## config.mk

```make
export PLATFORM = sky130hd
export DESIGN_NAME = lsb_scoreboard
export DESIGN_NICKNAME = d
export VERILOG_FILES = /design/src/rtl/lsb_pkg.sv /design/src/rtl/lsb_lat_sel.sv /design/src/rtl/lsb_entry.sv /design/src/rtl/lsb_query.sv /design/src/rtl/lsb_scoreboard.sv
export SDC_FILE = /design/constraint.sdc
export NUM_CORES = 1
export LEC_CHECK = 0
export BUFFER_PORTS_ARGS = -buffer_cell sky130_fd_sc_hd__buf_2
export CORE_MARGIN = 2
export CORE_UTILIZATION = 30
export CTS_BUF_LIST = sky130_fd_sc_hd__clkbuf_8
export DETAILED_ROUTE_END_ITERATION = 10
export GPL_TIMING_DRIVEN = 0
export PLACE_DENSITY = 0.55
export RECOVER_POWER = 25
export SYNTH_ARGS = -nofsm -noshare
export SYNTH_HDL_FRONTEND = slang
export SYNTH_SLANG_ARGS = --single-unit
```

## constraint.sdc

```tcl
create_clock -name clk -period 4.9 [get_ports clk]
set_clock_uncertainty 0.15 [all_clocks]
set_input_delay 0.49 -clock clk [delete_from_list [all_inputs] [get_ports clk]]
set_output_delay 0.49 -clock clk [all_outputs]
set_load 0.005 [all_outputs]
```

## src/rtl/lsb_pkg.sv

```systemverilog
package lsb_pkg;

    localparam int PCLS_W = 4;
    localparam int CCLS_W = 2;

    // base latencies per producer class
    localparam int LAT_ALU     = 2;
    localparam int LAT_MUL     = 5;
    localparam int LAT_DIV     = 12;
    localparam int LAT_MMA     = 9;
    localparam int LAT_STORE   = 0;
    localparam int LAT_STUPD   = 2;
    localparam int LAT_LDDP    = 4;
    localparam int LAT_LDSP    = 7;

    // pairwise overrides
    localparam int OVR_ALU_CR    = 4;
    localparam int OVR_MUL_MUL   = 4;
    localparam int OVR_MULREC_CR = 7;
    localparam int OVR_DIVREC_CR = 14;
    localparam int OVR_MMA_MMA   = 4;

    // the largest latency any pair can need; ages saturate here
    localparam int LAT_MAX = 14;
    localparam int CNT_W   = $clog2(LAT_MAX + 1);

    typedef enum logic [PCLS_W-1:0] {
        PC_ALU    = 4'd0,
        PC_MUL    = 4'd1,
        PC_MULREC = 4'd2,
        PC_DIV    = 4'd3,
        PC_DIVREC = 4'd4,
        PC_MMA    = 4'd5,
        PC_STORE  = 4'd6,
        PC_STUPD  = 4'd7,
        PC_LDDP   = 4'd8,
        PC_LDSP   = 4'd9
    } pcls_e;

    typedef enum logic [CCLS_W-1:0] {
        CC_GEN = 2'd0,
        CC_CR  = 2'd1,
        CC_MUL = 2'd2,
        CC_MMA = 2'd3
    } ccls_e;

    typedef enum logic {
        EN_IDLE = 1'b0,
        EN_PEND = 1'b1
    } ent_state_e;

endpackage

```

## src/rtl/lsb_lat_sel.sv

```systemverilog
module lsb_lat_sel
    import lsb_pkg::*;
(
    input  logic [PCLS_W-1:0] pcls,
    input  logic [CCLS_W-1:0] ccls,
    output logic [CNT_W-1:0]  lat
);

    int base_lat;
    int pair_lat;

    // latency of the producer alone
    always_comb begin
        unique case (pcls)
            PC_ALU:    base_lat = LAT_ALU;
            PC_MUL:    base_lat = LAT_MUL;
            PC_MULREC: base_lat = LAT_MUL;
            PC_DIV:    base_lat = LAT_DIV;
            PC_DIVREC: base_lat = LAT_DIV;
            PC_MMA:    base_lat = LAT_MMA;
            PC_STORE:  base_lat = LAT_STORE;
            PC_STUPD:  base_lat = LAT_STUPD;
            PC_LDDP:   base_lat = LAT_LDDP;
            PC_LDSP:   base_lat = LAT_LDSP;
            default:   base_lat = LAT_MAX;
        endcase
    end

    // pairwise override, falls back to the base value
    always_comb begin
        pair_lat = base_lat;
        if (pcls == PC_ALU && ccls == CC_CR)
            pair_lat = OVR_ALU_CR;
        else if ((pcls == PC_MUL || pcls == PC_MULREC) && ccls == CC_MUL)
            pair_lat = OVR_MUL_MUL;
        else if (pcls == PC_MULREC && ccls == CC_CR)
            pair_lat = OVR_MULREC_CR;
        else if (pcls == PC_DIVREC && ccls == CC_CR)
            pair_lat = OVR_DIVREC_CR;
        else if (pcls == PC_MMA && ccls == CC_MMA)
            pair_lat = OVR_MMA_MMA;
    end

    assign lat = CNT_W'(pair_lat);

endmodule

```

## src/rtl/lsb_entry.sv

```systemverilog
module lsb_entry
    import lsb_pkg::*;
(
    input  logic              clk,
    input  logic              rst_n,
    input  logic              wr,
    input  logic [PCLS_W-1:0] wr_cls,
    output logic              pend,
    output logic [PCLS_W-1:0] cls,
    output logic [CNT_W-1:0]  age
);

    ent_state_e          state_q, state_d;
    logic [PCLS_W-1:0]   cls_q, cls_d;
    logic [CNT_W-1:0]    age_q, age_d;

    // state register
    always_ff @(posedge clk or negedge rst_n) begin
        if (!rst_n) begin
            state_q <= EN_IDLE;
            cls_q   <= '0;
            age_q   <= '0;
        end else begin
            state_q <= state_d;
            cls_q   <= cls_d;
            age_q   <= age_d;
        end
    end

    // next state: a write always wins and restarts the age at one
    always_comb begin
        state_d = state_q;
        cls_d   = cls_q;
        age_d   = age_q;
        unique case (state_q)
            EN_IDLE: begin
                if (wr) begin
                    state_d = EN_PEND;
                    cls_d   = wr_cls;
                    age_d   = CNT_W'(1);
                end
            end
            EN_PEND: begin
                if (wr) begin
                    cls_d = wr_cls;
                    age_d = CNT_W'(1);
                end else if (age_q >= CNT_W'(LAT_MAX)) begin
                    state_d = EN_IDLE;
                    age_d   = '0;
                end else begin
                    age_d = age_q + CNT_W'(1);
                end
            end
        endcase
    end

    // outputs
    always_comb begin
        pend = (state_q == EN_PEND);
        cls  = cls_q;
        age  = age_q;
    end

endmodule

```

## src/rtl/lsb_query.sv

```systemverilog
module lsb_query
    import lsb_pkg::*;
#(
    parameter int TAG_W    = 5,
    parameter int NUM_TAGS = 1 << TAG_W
) (
    input  logic [NUM_TAGS-1:0]             pend_vec,
    input  logic [NUM_TAGS-1:0][PCLS_W-1:0] cls_arr,
    input  logic [NUM_TAGS-1:0][CNT_W-1:0]  age_arr,
    input  logic [TAG_W-1:0]                tag,
    input  logic [CCLS_W-1:0]               ccls,
    output logic                            ready
);

    logic [PCLS_W-1:0] sel_cls;
    logic [CNT_W-1:0]  sel_age;
    logic              sel_pend;
    logic [CNT_W-1:0]  need;

    always_comb begin
        sel_pend = pend_vec[tag];
        sel_cls  = cls_arr[tag];
        sel_age  = age_arr[tag];
    end

    lsb_lat_sel u_lat (
        .pcls (sel_cls),
        .ccls (ccls),
        .lat  (need)
    );

    assign ready = !sel_pend || (sel_age >= need);

endmodule

```

## src/rtl/lsb_scoreboard.sv

```systemverilog
module lsb_scoreboard
    import lsb_pkg::*;
#(
    parameter int TAG_W   = 5,
    parameter int NUM_SRC = 2
) (
    input  logic                       clk,
    input  logic                       rst_n,
    input  logic                       iss_valid,
    input  logic [TAG_W-1:0]           iss_tag,
    input  logic [3:0]                 iss_class,
    input  logic [NUM_SRC*TAG_W-1:0]   qry_tag,
    input  logic [NUM_SRC*2-1:0]       qry_class,
    output logic [NUM_SRC-1:0]         qry_ready
);

    localparam int NUM_TAGS = 1 << TAG_W;

    logic [NUM_TAGS-1:0]             pend_vec;
    logic [NUM_TAGS-1:0][PCLS_W-1:0] cls_arr;
    logic [NUM_TAGS-1:0][CNT_W-1:0]  age_arr;

    for (genvar t = 0; t < NUM_TAGS; t++) begin : g_ent
        logic hit;
        assign hit = iss_valid && (iss_tag == TAG_W'(t));
        lsb_entry u_ent (
            .clk    (clk),
            .rst_n  (rst_n),
            .wr     (hit),
            .wr_cls (iss_class),
            .pend   (pend_vec[t]),
            .cls    (cls_arr[t]),
            .age    (age_arr[t])
        );
    end

    for (genvar p = 0; p < NUM_SRC; p++) begin : g_src
        lsb_query #(
            .TAG_W    (TAG_W),
            .NUM_TAGS (NUM_TAGS)
        ) u_qry (
            .pend_vec (pend_vec),
            .cls_arr  (cls_arr),
            .age_arr  (age_arr),
            .tag      (qry_tag[p*TAG_W +: TAG_W]),
            .ccls     (qry_class[p*CCLS_W +: CCLS_W]),
            .ready    (qry_ready[p])
        );
    end

endmodule

```

==> results.yml, run 1 <==
run_status:
  outcome: "complete, but fails checks"
  violations: "max-capacitance violations, max-slew violations, negative setup slack"
worst_setup_path:
  slowest_delay_ns: 0.57
  critPathBufInv: 2
  cpLargestDelayFamily: "multiplexers"
  crit_path_top_delay_cell: "mux4_2"
  cp-end-kind: "output pin"
  setup.worst_path.class: "reg -> out"
  cp_common_cell: "a21o_1"
  required_ns: 4.26
  path_cells: "mux4_2 > mux4_2 > mux2i_4 > buf_6 > ha_4 > o21bai_4 > a21o_1 > a21oi_2 > nor3b_2 > a21o_1 > ha_1 > nand2b_4 > a21o_1 > a21o_1 > a211o_1 > buf_2"
  critPathMaxFanout: 3
  cp.arrival_ns: 4.49
  cp-start-kind: "register"
placed_design:
  gp_congestion: 0.932
  dpl.hpwl_mm: 46.0
  placed_cells: 2621
  post_dp_cell_area_um2: 19500
  io_buffers: 20
layout:
  final_cell_area_um2: 21200
  regArea_um2: 7210
  instances_no_fill: 2743
  drive_gt1_share_pct: 20.9
  multi_input_area_um2: 10600
  area_growth_pct: 15.6
  nFillCells: 6055
  nNetsFinal: 2025
sta:
  fin_crit_ns: 5.13
  max_freq_mhz: 195
  finalSetupViolations: 2
  setup_slack_ns: -0.228
  worst_slew_pin_slew_ns: 2.08
  finalMaxSlewViolations: 210
  rsz0062_at_grt: "true"
  hold_viol: 0
  min_period_over_period_pct: 105
  max-slew-margin-rel_pct: -38.8
detailed_routing:
  vias: 15212
  antenna_left: 0
  drt-vias-per-instance: 5.55
  drt_iter0_drc: 1511
  route.detailed.drc: 0
  wl_per_cell_um: 23.2
  first_pass_iters: 5
  routed_wl_mm: 63.6
clocking:
  clk_pin_slew_ns: 0.07
  cts_sinks: 288
  cts_buffer_depth: 3
  cts_made_buffers: 51
  insertion_delay_ns: 0.65
  cts-root-buf: "clkbuf_8"
  cts_tree: "done"
  ctsHtreeMaxLevel: 2
die:
  io-pin-count: 28
  initial_utilization_pct: 30.4
  placementRows: 90
  core_area_um2: 60400
  die_h_um: 251
  die_w_um: 251
  dieArea_um2: 63100
logic_synthesis:
  ys_warn_count: 0
  synth_cells: 1816
  synth_ff_type: "dfrtp_1"
  synthArstFlopShare_pct: 100
  synth-seq-cells: 288
  synth-edff-count: 0
  netlist-cell-type-count: 52
  ys_seq_area_share_pct: 39.3
  avgSynthCellArea_um2: 10.1
  syn-num-nets: 1924
  synth.cell_area_um2: 18300
min_path:
  min_path_type: "in -> reg"
power_and_ir_drop:
  p_leak_nw: 9.52
  ir_worst_vdd_mv: 0.191
  total_power_mw: 11.0
  p_per_area_nw_per_um2: 520
global_route:
  grt_overflow: 0
  grt_antenna_before_repair: 2
  grt_pass1_wl_mm: 94.9
  grt_max_degree: 115
  grt_pass1_vias: 15015
  grt_usage_pct: 20.3
flow_run:
  cap_viol_max_count: 4
[registers in the layout (all words and copies together), names as in the netlist]
name	flops
g_ent.u_ent.age	128
g_ent.u_ent.cls	128
g_ent.u_ent.pend	32
[metal layers]
metal  track usage [%]  wire (µm)  vias up
met5                 0         13        -
met4              9.08       2980        2
met3              4.30       5160      165
met2              31.8      28700      633
met1              27.1      26700     7701
li1                  -          -     6711
[what timing repair did]
| action | CTS | global route |
|---|---|---|
| hold buffers | 1 | 0 |
| pin swaps | 22 | 10 |
| endpoints found under the setup margin | 2 | 2 |
| endpoints found under the hold margin | 78 | 0 |
| buffers inserted | 17 | 9 |
| resized for setup | 95 | 17 |
[cells in the mapped netlist (3+ instances only)]
cell | n | area share (%)
a211o_1 | 3 | 0.14
inv_1 | 71 | 1.5
mux2_2 | 58 | 3.6
buf_1 | 6 | 0.12
nor3_1 | 8 | 0.22
nand2b_1 | 20 | 0.68
buf_2 | 21 | 0.57
nand3_1 | 14 | 0.38
o21a_1 | 5 | 0.20
buf_6 | 8 | 0.49
nor2b_1 | 12 | 0.41
and2_1 | 25 | 0.85
ha_1 | 82 | 5.6
mux2i_1 | 52 | 2.8
nand4_1 | 6 | 0.20
or3_1 | 20 | 0.68
mux4_2 | 149 | 18
nor3b_1 | 3 | 0.12
clkbuf_1 | 27 | 0.55
a22o_1 | 3 | 0.14
dfrtp_1 | 288 | 39
o211ai_1 | 36 | 1.5
o41ai_1 | 10 | 0.48
nand2_1 | 455 | 9.3
or2_2 | 5 | 0.17
o21ai_0 | 103 | 2.8
a21oi_1 | 103 | 2.8
a22oi_1 | 10 | 0.41
nor2_1 | 157 | 3.2
buf_4 | 9 | 0.37
o22ai_1 | 13 | 0.44
a21o_1 | 7 | 0.29
[cell type report]
cell class,count,area share (%)
buffer,69,2.68
inverter,71,1.26
clock buffer,68,4.42
clock inverter,27,0.939
tap,782,4.62
multi-input combinational,1386,50.2
timing repair buffer,50,1.78
antenna,2,0.0236
sequential,288,34.0
[power breakdown]
| part | internal (mW) | switching (mW) |
|---|---|---|
| clock network | 1.40 | 1.12 |
| registers | 3.19 | 1.21 |
| logic | 2.02 | 2.06 |
[cell usage in the layout, fill, tap and decap left out, types with 4 or more instances in the layout]
cell / n
nand2_1: 455
dfrtp_1: 288
nor2_1: 157
mux4_2: 149
a21oi_1: 102
o21ai_0: 98
inv_1: 85
ha_1: 76
clkbuf_8: 68
mux2_2: 58
mux2i_1: 49
o211ai_1: 36
buf_4: 32
buf_2: 27
clkbuf_1: 25
and2_1: 24
or3_1: 20
nand2b_1: 18
nand3_1: 14
o22ai_1: 13
nor2b_1: 11
buf_6: 10
a22oi_1: 10
o41ai_1: 10
buf_12: 8
nor3_1: 8
a21o_1: 7
buf_8: 6
nand4_1: 6
ha_4: 6
o21a_1: 5
or2_2: 5
clkinv_2: 5
clkbuf_4: 4
[worst reg2reg max path, stage by stage (launching register included)]
cell,delay (ns)
dfrtp_1,0.45
inv_1,0.15
ha_1,0.17
nor2_1,0.06
o21ai_0,0.36
o21ai_0,0.13
a21oi_1,0.17
a21oi_1,0.05
[stage by stage]
stage	setup TNS, ns	utilization (%)	setup slack [ns]	hold slack [ns]
final	-0.407	35.1	-0.228	0.0518
after global routing	-0.632	35.1	-0.345	0.0490
after CTS	-0.329	34.9	-0.186	0.0184
after detailed placement	-3.12	32.3	-1.73	0.335
after global placement	-706.45	32.2	-2.49	0.324
after floorplan	0	-	0.00250	0.0444
[worst paths after layout]
| kind | start | end | slack (ns) | cells after the start |
|---|---|---|---|---|
| hold reg to reg | g_ent[27].u_ent.cls[0]$_DFFE_PN0P_ | g_ent[27].u_ent.cls[0]$_DFFE_PN0P_ | 0.35 | 2 |
| min in group asynchronous | rst_n | g_ent[15].u_ent.age[3]$_DFFE_PN0P_ | 0.83 | 2 |
| hold / removal | iss_class[0] | g_ent[1].u_ent.cls[0]$_DFFE_PN0P_ | 0.05 | 2 |
| setup / recovery | g_ent[24].u_ent.cls[0]$_DFFE_PN0P_ | qry_ready[0] | -0.23 | 16 |
| max in group asynchronous | rst_n | g_ent[23].u_ent.age[1]$_DFFE_PN0P_ | 0.81 | 4 |
| setup reg to reg | g_ent[0].u_ent.age[0]$_DFFE_PN0P_ | g_ent[0].u_ent.age[2]$_DFFE_PN0P_ | 3.02 | 7 |
[cell families after synthesis]
group / after synthesis / synth area share, %
multiplexers: 259 / 24.7
AO/OA/AOI/OAI: 308 / 9.87
flip-flops: 288 / 39.3
buffers and inverters: 142 / 3.56
AND/OR/NAND/NOR: 737 / 16.9
adder cells (fa/ha/maj): 82 / 5.60
Note: power is estimated with default switching activity, not from simulation.
==> inputs of run 2 (changes only) <==
--- a/config.mk
+++ b/config.mk
@@ -5,13 +5,13 @@
 export SDC_FILE = /design/constraint.sdc
 export NUM_CORES = 1
 export LEC_CHECK = 0
+export ABC_AREA = 1
 export BUFFER_PORTS_ARGS = -buffer_cell sky130_fd_sc_hd__buf_2
 export CORE_MARGIN = 2
 export CORE_UTILIZATION = 30
 export CTS_BUF_LIST = sky130_fd_sc_hd__clkbuf_8
 export DETAILED_ROUTE_END_ITERATION = 10
-export GPL_TIMING_DRIVEN = 0
-export PLACE_DENSITY = 0.55
+export PLACE_DENSITY = 0.54
 export RECOVER_POWER = 25
 export SYNTH_ARGS = -nofsm -noshare
 export SYNTH_HDL_FRONTEND = slang
==> run 2 against run 1 <==
Compared with the run above:
- the run ends with max-capacitance violations, max-slew violations left
- highest routed layer unchanged
- sequential power shrank 4%
- critical endpoint is now qry_ready[1]
- combinational power shrank 9.1%
- fmax grew 13%
==> results.yml, run 2 <==
min_path:
  min_path_type: "in -> reg"
  hp-start: "iss_class[1]"
  hold_end: "g_ent[24].u_ent.cls[1]$_DFFE_PN0P_"
  hold_depth: 4
logic_synthesis:
  synthArstFlopShare_pct: 100
  syn-num-nets: 2697
  avgSynthCellArea_um2: 7.27
  yosysMostFrequentCell: "nand2_1"
  ys_warn_count: 0
  netlist-cell-type-count: 39
  synth.area.top_cells: "dfrtp_1 (38%), nand2_1 (12%), o21ai_0 (9.6%), nand3_1 (7.1%), ha_1 (5.4%)"
  synth-seq-cells: 288
  synth_top_area_share_pct: 38.3
  synth_top_cell_by_area: "dfrtp_1"
  synth_commonest_cells: "nand2_1 (626), o21ai_0 (362), dfrtp_1 (288), nand3_1 (269), inv_1 (224)"
  synth_cells: 2589
  synth.cell_area_um2: 18800
  synth-edff-count: 0
  synth_ff_type: "dfrtp_1"
  ys_seq_area_share_pct: 38.3
sta:
  fin_crit_ns: 4.55
  fin_setup_tns_ns: 0
  finalMaxSlewViolations: 98
  hold_ws_ns: 0.269
  hold_viol: 0
  rsz0062_at_grt: "false"
  worst_slew_pin_slew_ns: 2.84
  finalSetupViolations: 0
  min_period_over_period_pct: 92.9
  max_freq_mhz: 220
  max-slew-margin-rel_pct: -89.4
clocking:
  clk_pin_slew_ns: 0.06
  cts_made_buffers: 53
  ctsHtreeMaxLevel: 2
  cts_tree: "done"
  cts-root-buf: "clkbuf_8"
  cts_buffer_depth: 3
  insertion_delay_ns: 0.67
  cts_sinks: 288
die:
  die_h_um: 255
  die_w_um: 255
  core_area_um2: 61900
  dieArea_um2: 64800
  io-pin-count: 28
  initial_utilization_pct: 30.4
  placementRows: 91
detailed_routing:
  vias: 18421
  top_layer: "met5"
  routed-wl-met2_mm: 28.1
  route.detailed.drc: 0
  antenna_left: 0
  drt_iter0_drc: 1659
  m1WireLength_mm: 28.7
  wl_per_cell_um: 18.5
  first_pass_iters: 5
  routed_wl_mm: 63.9
  wl_met3_mm: 5.04
  drt-vias-per-instance: 5.33
worst_setup_path:
  cp-end-kind: "output pin"
  reg2regPathDepth: 7
  reg2reg_to: "g_ent[9].u_ent.age[1]$_DFFE_PN0P_"
  crit_path_top_delay_cell: "inv_1"
  r2r_start: "g_ent[9].u_ent.age[0]$_DFFE_PN0P_"
  required_ns: 4.26
  setup.worst_path.class: "in -> out"
  slowest_delay_ns: 0.55
  cp-start-kind: "primary input"
  rrSetupSlack_ns: 3.18
  path_cells: "buf_2 > inv_1 > buf_4 > nand3_1 > nand2_1 > nand2_1 > nand2_1 > nand2_1 > nand2_1 > inv_1 > ha_1 > o211ai_1 > o21ai_0 > and3_1 > inv_1 > nand2_1 > ha_1 > a21boi_0 > o21ai_0 > nand2_1 > a21oi_1 > nand3_1 > buf_2"
  cp_common_cell: "nand2_1"
  cp.arrival_ns: 3.91
  critPathMaxFanout: 13
power_and_ir_drop:
  p_per_area_nw_per_um2: 497
  p_leak_nw: 9.73
  ir_worst_vdd_mv: 0.278
layout:
  n_antenna_cell: 0
  nNetsFinal: 2684
  drive_gt1_share_pct: 7.80
  layout_commonest_cell: "nand2_1"
  layout_common_cells: "nand2_1 (626), o21ai_0 (362), dfrtp_1 (288)"
  area_growth_pct: 11.4
global_route:
  grt_antenna_before_repair: 2
  grt_usage_pct: 19.6
  grt_max_degree: 117
  grt_overflow: 0
  grt_pass1_wl_mm: 100
  grt_pass1_vias: 17585
placed_design:
  io_buffers: 27
  dpl.hpwl_mm: 44.3
  gp_congestion: 0.886
run_status:
  violations: "max-capacitance violations, max-slew violations"
  outcome: "complete, but fails checks"
flow_run:
  cap_viol_max_count: 1
==> run 2: cell count changes after synthesis, sizes merged, moves of 40 or more <==
cell    before  now
o21ai      104  369
nand3       15  269
nand2      455  632
inv         71  230
mux4       149    0
a21oi      103  167
mux2        58    0
o22ai       13   68
clkbuf      27   79
mux2i       52    0
buf         44   84
==> run 2: where the power goes <==
group          total [mW]  switching (mW)  internal (mW)
Clock                2.47            1.12           1.35
Combinational        3.71            2.20           1.50
Sequential           4.25            1.04           3.22
Total                10.4            4.36           6.07
==> run 2: per-layer routing <==
layer / vias to the layer above / GRT usage (%)
met3: 137 / 3.63
met4: 4 / 7.10
met5: - / 0
met2: 765 / 30.4
li1: 8723 / -
met1: 8792 / 27.3
==> run 2: worst max-delay path by stage <==
stage / startpoint / cells after the start / to
final: qry_tag[7] / 23 / qry_ready[1]
after global routing: qry_tag[0] / 26 / qry_ready[0]
after CTS: g_ent[30].u_ent.cls[0]$_DFFE_PN0P_ / 21 / qry_ready[1]
after detailed placement: qry_tag[5] / 23 / qry_ready[1]
after global placement: qry_tag[5] / 22 / qry_ready[1]
after floorplan: qry_tag[6] / 23 / qry_ready[1]
==> run 2: layout make-up <==
cell class | count | area, µm²
inverters | 234 | 897
fillers | 6630 | 41000
multi-input cells | 1904 | 9960
well taps | 837 | 1050
clock buffers | 72 | 991
repair buffers | 95 | 751
clock inverters | 23 | 125
flip-flops and latches | 288 | 7210
==> run 2: repair_timing <==
action / 4_1_cts / 5_1_grt
buffers inserted: 0 / 5
hold buffers: 1 / 0
endpoints found under the hold margin: 95 / 0
endpoints found under the setup margin: 0 / 2
resized for setup: 0 / 9
==> run 2: critical path: cells and delay by family <==
family	cells	cell delay, ns
compound gates	5	0.68
fa+ha+maj	2	0.46
buf+inv	6	1.27
simple gates	10	0.97
==> run 2: metrics by stage <==
| stage | util (%) | area [µm²] | setup WS (ns) | cells | total power, mW |
|---|---|---|---|---|---|
| finish | 33.9 | 21000 | 0.348 | 3453 | 10.4 |
| detailed placement | 31.9 | 19800 | 0.237 | 3351 | 7.94 |
| CTS | 33.7 | 20900 | 0.184 | 3447 | 10.5 |
| global placement | 31.9 | 19800 | 0.270 | 3351 | 7.78 |
| global route | 33.9 | 21000 | 0.0263 | 3453 | 11.3 |
| floorplan | - | 18800 | 0.879 | 2589 | 6.73 |
==> run 2: cells by family (layout without fill, tap and decap cells) <==
group,count (synthesis),after routing,share of synthesized area (%)
AOI/OAI and AO/OA,722,722,21.6
xor gates and xnor gates,63,63,2.93
adders and majority gates,82,82,5.45
buffers and inverters,397,424,8.93
DFF,288,288,38.3
and+or+nand+nor,1037,1037,22.8
